`config.mk`:
```
export PLATFORM = sky130hd
export DESIGN_NAME = isqrt_sar
export DESIGN_NICKNAME = d
export VERILOG_FILES = /design/src/rtl/isqrt_pkg.sv /design/src/rtl/isqrt_ctrl.sv /design/src/rtl/isqrt_trial.sv /design/src/rtl/isqrt_outreg.sv /design/src/rtl/isqrt_sar.sv
export SDC_FILE = /design/constraint.sdc
export NUM_CORES = 1
export LEC_CHECK = 0
export ABC_CLOCK_PERIOD_IN_PS = 5000
export BUFFER_PORTS_ARGS = -buffer_cell sky130_fd_sc_hd__buf_2
export CAP_MARGIN = 20
export CORE_MARGIN = 4
export CORE_UTILIZATION = 40
export DETAILED_ROUTE_END_ITERATION = 12
export PLACE_DENSITY = 0.59
export SLEW_MARGIN = 10
export SYNTH_ARGS = -nofsm -noshare
export SYNTH_HDL_FRONTEND = slang
export SYNTH_SLANG_ARGS = --single-unit
```
`constraint.sdc`:
```
create_clock -name clk -period 5 [get_ports clk]
set_input_delay 0.75 -clock clk [delete_from_list [all_inputs] [get_ports clk]]
set_output_delay 0.75 -clock clk [all_outputs]
set_load 0.01 [all_outputs]
```
`src/rtl/isqrt_pkg.sv`:
```
package isqrt_pkg;
    typedef enum logic [1:0] {
        ST_IDLE   = 2'd0,
        ST_TRIAL  = 2'd1,
        ST_FINISH = 2'd2
    } sq_state_t;
endpackage

```
`src/rtl/isqrt_ctrl.sv`:
```
module isqrt_ctrl
    import isqrt_pkg::*;
(
    input  logic clk,
    input  logic rst_n,
    input  logic start_i,
    input  logic last_i,
    input  logic hit_i,
    output logic load_o,
    output logic step_o,
    output logic fin_o,
    output logic busy_o
);
    sq_state_t state_q;
    sq_state_t state_d;

    // state register
    always_ff @(posedge clk or negedge rst_n) begin
        if (!rst_n) begin
            state_q <= ST_IDLE;
        end else begin
            state_q <= state_d;
        end
    end

    // next-state decode
    always_comb begin
        state_d = state_q;
        unique case (state_q)
            ST_IDLE:   state_d = start_i ? ST_TRIAL : ST_IDLE;
            ST_TRIAL:  state_d = (hit_i || last_i) ? ST_FINISH : ST_TRIAL;
            ST_FINISH: state_d = ST_IDLE;
            default:   state_d = ST_IDLE;
        endcase
    end

    // outputs
    always_comb begin
        load_o = 1'b0;
        step_o = 1'b0;
        fin_o  = 1'b0;
        busy_o = 1'b1;
        unique case (state_q)
            ST_IDLE: begin
                load_o = start_i;
                busy_o = 1'b0;
            end
            ST_TRIAL:  step_o = 1'b1;
            ST_FINISH: fin_o  = 1'b1;
            default:   busy_o = 1'b0;
        endcase
    end

    // an accepted start always enters the trial state
    a_r2_load_enters_trial: assert property (@(posedge clk) disable iff (!rst_n)
        load_o |=> (state_q == ST_TRIAL));

    // an exact match from the datapath ends the search on the next edge
    a_r6_hit_finishes: assert property (@(posedge clk) disable iff (!rst_n)
        (step_o && hit_i) |=> (state_q == ST_FINISH));
endmodule

```
`src/rtl/isqrt_trial.sv`:
```
module isqrt_trial #(
    parameter int N = 8
) (
    input  logic           clk,
    input  logic           rst_n,
    input  logic           load_i,
    input  logic           step_i,
    input  logic [2*N-1:0] x_i,
    output logic           last_o,
    output logic           hit_o,
    output logic [N-1:0]   y_o,
    output logic [2*N-1:0] x_q_o
);
    localparam int W = 2 * N;

    logic [W-1:0] x_q;
    logic [N-1:0] y_q;
    logic [N-1:0] mask_q;
    logic [N-1:0] cand;
    logic [W-1:0] cand_ext;
    logic [W-1:0] pp [N];
    logic [W-1:0] sq;
    logic         over;

    assign cand     = y_q | mask_q;
    assign cand_ext = {{N{1'b0}}, cand};

    // shift-and-add squarer, full 2N-bit product
    for (genvar i = 0; i < N; i++) begin : g_pp
        assign pp[i] = cand[i] ? (cand_ext << i) : '0;
    end

    always_comb begin
        sq = '0;
        for (int k = 0; k < N; k++) begin
            sq = sq + pp[k];
        end
    end

    assign over   = sq > x_q;
    assign hit_o  = step_i && (sq == x_q);
    assign last_o = mask_q[0];
    assign y_o    = y_q;
    assign x_q_o  = x_q;

    always_ff @(posedge clk or negedge rst_n) begin
        if (!rst_n) begin
            x_q    <= '0;
            y_q    <= '0;
            mask_q <= '0;
        end else if (load_i) begin
            x_q    <= x_i;
            y_q    <= '0;
            mask_q <= {1'b1, {(N-1){1'b0}}};
        end else if (step_i) begin
            if (!over) begin
                y_q <= cand;
            end
            mask_q <= mask_q >> 1;
        end
    end

    // the partial root never squares above the operand during the search
    logic [W-1:0] y_ext;
    assign y_ext = {{N{1'b0}}, y_q};
    a_r3_trial_bound: assert property (@(posedge clk) disable iff (!rst_n)
        step_i |-> ((y_ext * y_ext) <= x_q));

    // exactly one trial bit is live while stepping
    a_r5_one_trial_bit: assert property (@(posedge clk) disable iff (!rst_n)
        step_i |-> $onehot0(mask_q) && (mask_q != '0));
endmodule

```
`src/rtl/isqrt_outreg.sv`:
```
module isqrt_outreg #(
    parameter int N = 8
) (
    input  logic         clk,
    input  logic         rst_n,
    input  logic         fin_i,
    input  logic [N-1:0] y_i,
    output logic [N-1:0] root_o,
    output logic         done_o
);
    always_ff @(posedge clk or negedge rst_n) begin
        if (!rst_n) begin
            root_o <= '0;
            done_o <= 1'b0;
        end else begin
            done_o <= fin_i;
            if (fin_i) begin
                root_o <= y_i;
            end
        end
    end

    // done lasts a single cycle
    a_r7_done_single: assert property (@(posedge clk) disable iff (!rst_n)
        done_o |=> !done_o);

    // root holds between results
    a_r7_root_held: assert property (@(posedge clk) disable iff (!rst_n)
        !fin_i |=> $stable(root_o));
endmodule

```
`src/rtl/isqrt_sar.sv`:
```
module isqrt_sar #(
    parameter int N = 8
) (
    input  logic           clk,
    input  logic           rst_n,
    input  logic           start_i,
    input  logic [2*N-1:0] x_i,
    output logic           busy_o,
    output logic           done_o,
    output logic [N-1:0]   root_o
);
    localparam int W  = 2 * N;
    localparam int CW = $clog2(N + 3) + 1;

    logic         load;
    logic         step;
    logic         fin;
    logic         last;
    logic         hit;
    logic [N-1:0] y;
    logic [W-1:0] x_q;

    isqrt_ctrl u_ctrl (
        .clk     (clk),
        .rst_n   (rst_n),
        .start_i (start_i),
        .last_i  (last),
        .hit_i   (hit),
        .load_o  (load),
        .step_o  (step),
        .fin_o   (fin),
        .busy_o  (busy_o)
    );

    isqrt_trial #(.N(N)) u_trial (
        .clk    (clk),
        .rst_n  (rst_n),
        .load_i (load),
        .step_i (step),
        .x_i    (x_i),
        .last_o (last),
        .hit_o  (hit),
        .y_o    (y),
        .x_q_o  (x_q)
    );

    isqrt_outreg #(.N(N)) u_out (
        .clk    (clk),
        .rst_n  (rst_n),
        .fin_i  (fin),
        .y_i    (y),
        .root_o (root_o),
        .done_o (done_o)
    );

    // latency window counter for the checks below
    logic [CW-1:0] lat_q;
    always_ff @(posedge clk or negedge rst_n) begin
        if (!rst_n) begin
            lat_q <= '0;
        end else if (start_i && !busy_o) begin
            lat_q <= '0;
        end else if (busy_o && (lat_q != {CW{1'b1}})) begin
            lat_q <= lat_q + 1'b1;
        end
    end

    // result issued no later than N+1 edges after the start edge
    a_r5_latency_bound: assert property (@(posedge clk) disable iff (!rst_n)
        done_o |-> (lat_q <= CW'(N + 1)));

    // issued root is the floor of the square root of the held operand
    logic [W:0] r_ext;
    logic [W:0] r1_ext;
    assign r_ext  = {{(N+1){1'b0}}, root_o};
    assign r1_ext = r_ext + 1'b1;
    a_r3_floor_root: assert property (@(posedge clk) disable iff (!rst_n)
        done_o |-> (((r_ext * r_ext) <= {1'b0, x_q}) &&
                    ((r1_ext * r1_ext) > {1'b0, x_q})));

    // a start while busy does not disturb the captured operand
    a_r8_busy_start_ignored: assert property (@(posedge clk) disable iff (!rst_n)
        (busy_o && start_i) |=> $stable(x_q));
endmodule

```
==> reports/metrics.yaml <==
critical_path:
  r2r-end: "u_trial.y_o[5]"
  worstSetupPathType: "register to register"
  slowest_delay_ps: 490
  r2r_cells: 25
  crit_required_ps: 5180
  cp_slowest_cell: "fa_1"
  start_kind: "register"
  r2r_start: "u_trial.y_o[6]"
  ff2ff_setup_slack_ps: -350
  cp_max_fo: 8
  cp_data_arrival_time_ps: 5530
  cp-startpoint: "u_trial.y_o[6]"
  cp-end-kind: "register"
  cpMostUsedCell: "fa_1"
cts:
  cts_tree: "built"
  htreeDepth: 2
  path_clk_slew_ps: 90
  clk_path_buf_depth: 2
  clock_latency_ps: 300
  clock-sinks: 43
  cts_root_buf: "clkbuf_8"
  ctsHoldBuffers: 0
  numCtsBuffers: 5
global_route:
  grt_pass1_vias: 2936
  overflow: 0
  antenna_found_initial: 0
  grt_max_degree: 44
  gr-usage-met1_pct: 22.4
  grt_pass1_wl_um: 13600
  use_met2_pct: 28.6
  track_usage_pct: 16.5
  gr-usage-met3_pct: 2.46
  grt_busiest_layer: "met2"
logic_synthesis:
  synth_compound_area_share_pct: 10.7
  synth_most_common_cell: "inv_1"
  synth-adder-area-share_pct: 30.4
  ys_top_cells_by_count: "64 x inv_1, 44 x ha_1, 43 x dfrtp_1, 42 x nor2_1, 29 x nand2_1"
  synthCells: 368
  synth_top_family_by_area: "adder cells"
  synth.avg_cell_area_um2: 9.57
  synth_warnings: 0
  yosys.area.top_type: "dfrtp_1"
  yosys-mux-area-fraction_pct: 4.83
  synth_area_um2: 3520
  ys_ff_latch: 43
  async_flop_share_pct: 100
  synth_edf_count: 0
  synth_cell_type_count: 39
  synthDominantCellAreaShare_pct: 30.6
  seq_area_frac_synth_pct: 30.6
  synthTopCellsByArea: "dfrtp_1 31%, ha_1 16%, fa_1 15%, inv_1 6.8%, nor2_1 4.5%"
  synth_ff_type: "dfrtp_1"
  syn_nets: 457
  synth_xor_area_share_pct: 3.98
  synth-simple-area-share_pct: 11.8
floorplan:
  row_count: 33
  start_util_pct: 42.0
  die_w_um: 102
  die_h_um: 102
  boundaryPins: 29
  coreArea_um2: 8380
  fp.dieArea_um2: 10400
timing:
  tns_ps: -2830
  tightest_slew_ps: 960
  hold_viol: 0
  maxSlewHeadroom_pct: 36.0
  final_max_slew_viol_count: 0
  rsz0062_at_grt: "yes"
  fin_crit_ps: 5350
  fin_worst_skew_ps: 7.88
  max_freq_mhz: 187
  setup_ws_ps: -347
  period_share_pct: 107
  setup_viol: 10
placement:
  port_buffers: 28
  dp_hpwl_um: 6370
  place.gp.congestion: 0.803
routing:
  drt_iter0_markers: 119
  drt-total-wl_um: 7890
  wl_per_cell_um: 13.8
  ant_nets: 0
  drc: 0
  vias: 2807
  via_per_inst: 4.92
  first_pass_iters: 4
worst_hold_path:
  hold_depth: 2
  worstHoldPathType: "register to register"
  hold_end: "u_trial.x_q_o[1]"
  min_from: "u_trial.x_q_o[1]"
cells_and_area:
  antenna_cells: 0
  area_growth_pct: 33.1
  fill_cells: 758
  drive_above_1_share_pct: 34.8
  layout.nets: 553
flow_run:
  drv_cap: 0
run_status:
  violations: "negative setup slack"
  status: "finished with violations"
## layer usage
metal	share of wire, %	vias to the layer above
met4	0.80	0
met5	0	-
met1	48	1380
met3	1.6	6
li1	-	1396
met2	50	25
## kinds of logic (layout without fill, tap and decap cells)
logic type                 count (synthesis)  in the layout
adders and majority gates                 70             70
DFF                                       43             43
muxes                                     16             16
buffers and inverters                     73            170
xor gates and xnor gates                  16             16
AOI/OAI and AO/OA                         55             55
and+or+nand+nor                           95             95
## sequential cells by signal, summed over array words and instances (netlist names)
register	flops
u_trial.y_o	8
u_ctrl.state_q	2
u_out.done_o	1
u_out.root_o	8
u_trial.mask_q	8
u_trial.x_q_o	16
## critical path: cells and delay by family (launching register included)
family | cells | cell delay [ps]
buffers and inverters | 8 | 680
AO/OA/AOI/OAI | 5 | 820
XOR/XNOR | 1 | 130
adder cells (fa/ha/maj) | 6 | 2540
flip-flops | 1 | 410
AND/OR/NAND/NOR | 5 | 660
## repair_timing
| action | in CTS | in global routing |
|---|---|---|
| gates resized for setup | 15 | 15 |
| buffers inserted | 8 | 8 |
| pin swaps | 34 | 25 |
| endpoints found under the setup margin | 10 | 10 |
## area by class of cell
cell class / instances / area [um2] / share of cell area, %
inverter: 64 / 243 / 5.18
clock buffer: 6 / 72.6 / 1.55
multi-input combinational: 252 / 2450 / 52.3
sequential: 43 / 1080 / 23.0
tap: 105 / 131 / 2.80
timing repair buffer: 98 / 697 / 14.9
clock inverter: 2 / 12.5 / 0.267
## worst max-delay path by stage
stage	endpoint	slack, ps	cells past startpoint
3_3_place_gp	u_trial.y_o[2]	-430	21
4_1_cts	u_trial.y_o[5]	-350	23
3_5_place_dp	u_trial.y_o[5]	-450	20
6_report	u_trial.y_o[5]	-350	25
5_1_grt	u_trial.y_o[5]	-560	25
2_1_floorplan	u_trial.y_o[2]	6	21
## cell usage in the layout (no fill, tap or decap), types with 2 or more instances in the layout
cell      Yosys  routed
or3_1         3       3
clkbuf_8      0       5
nor2_1       42      31
dfrtp_1      43      42
ha_4          0       6
a21o_1        4       4
mux2i_1       8       8
nand3_1       6       3
o21ai_0      21      19
xor2_1        4       4
buf_2         0      28
nor3_1        3       3
ha_1         44      38
fa_2          0       3
a22o_1        8       8
nor2_4        0       6
inv_2         0       5
a21oi_1       9       6
a21oi_2       0       3
inv_1        64      58
nand4_1       3       3
buf_6         0       3
nand3_2       0       2
xnor2_1      12      12
nand2_4       0       2
mux2_2        8       8
nor2b_1       2       2
buf_4         0      66
o21ai_2       0       2
nor2_2        0       5
fa_1         26      23
o22ai_2       0       2
nand2_1      29      26
## per-stage QoR
stage                     instances  hold WS [ps]  setup slack, ps  util, %  area [um2]
final                           570           496             -347     55.9        4690
after global routing            570           526             -562     55.9        4690
after CTS                       563           501             -352     53.9        4520
after detailed placement        548           478             -450     51.4        4310
after global placement          548           473             -433     51.4        4310
after floorplan                 368           451             5.80        -        3660
Power is not shown: default switching activity piles up to over one toggle a cycle in this logic, so the estimate is an artifact.
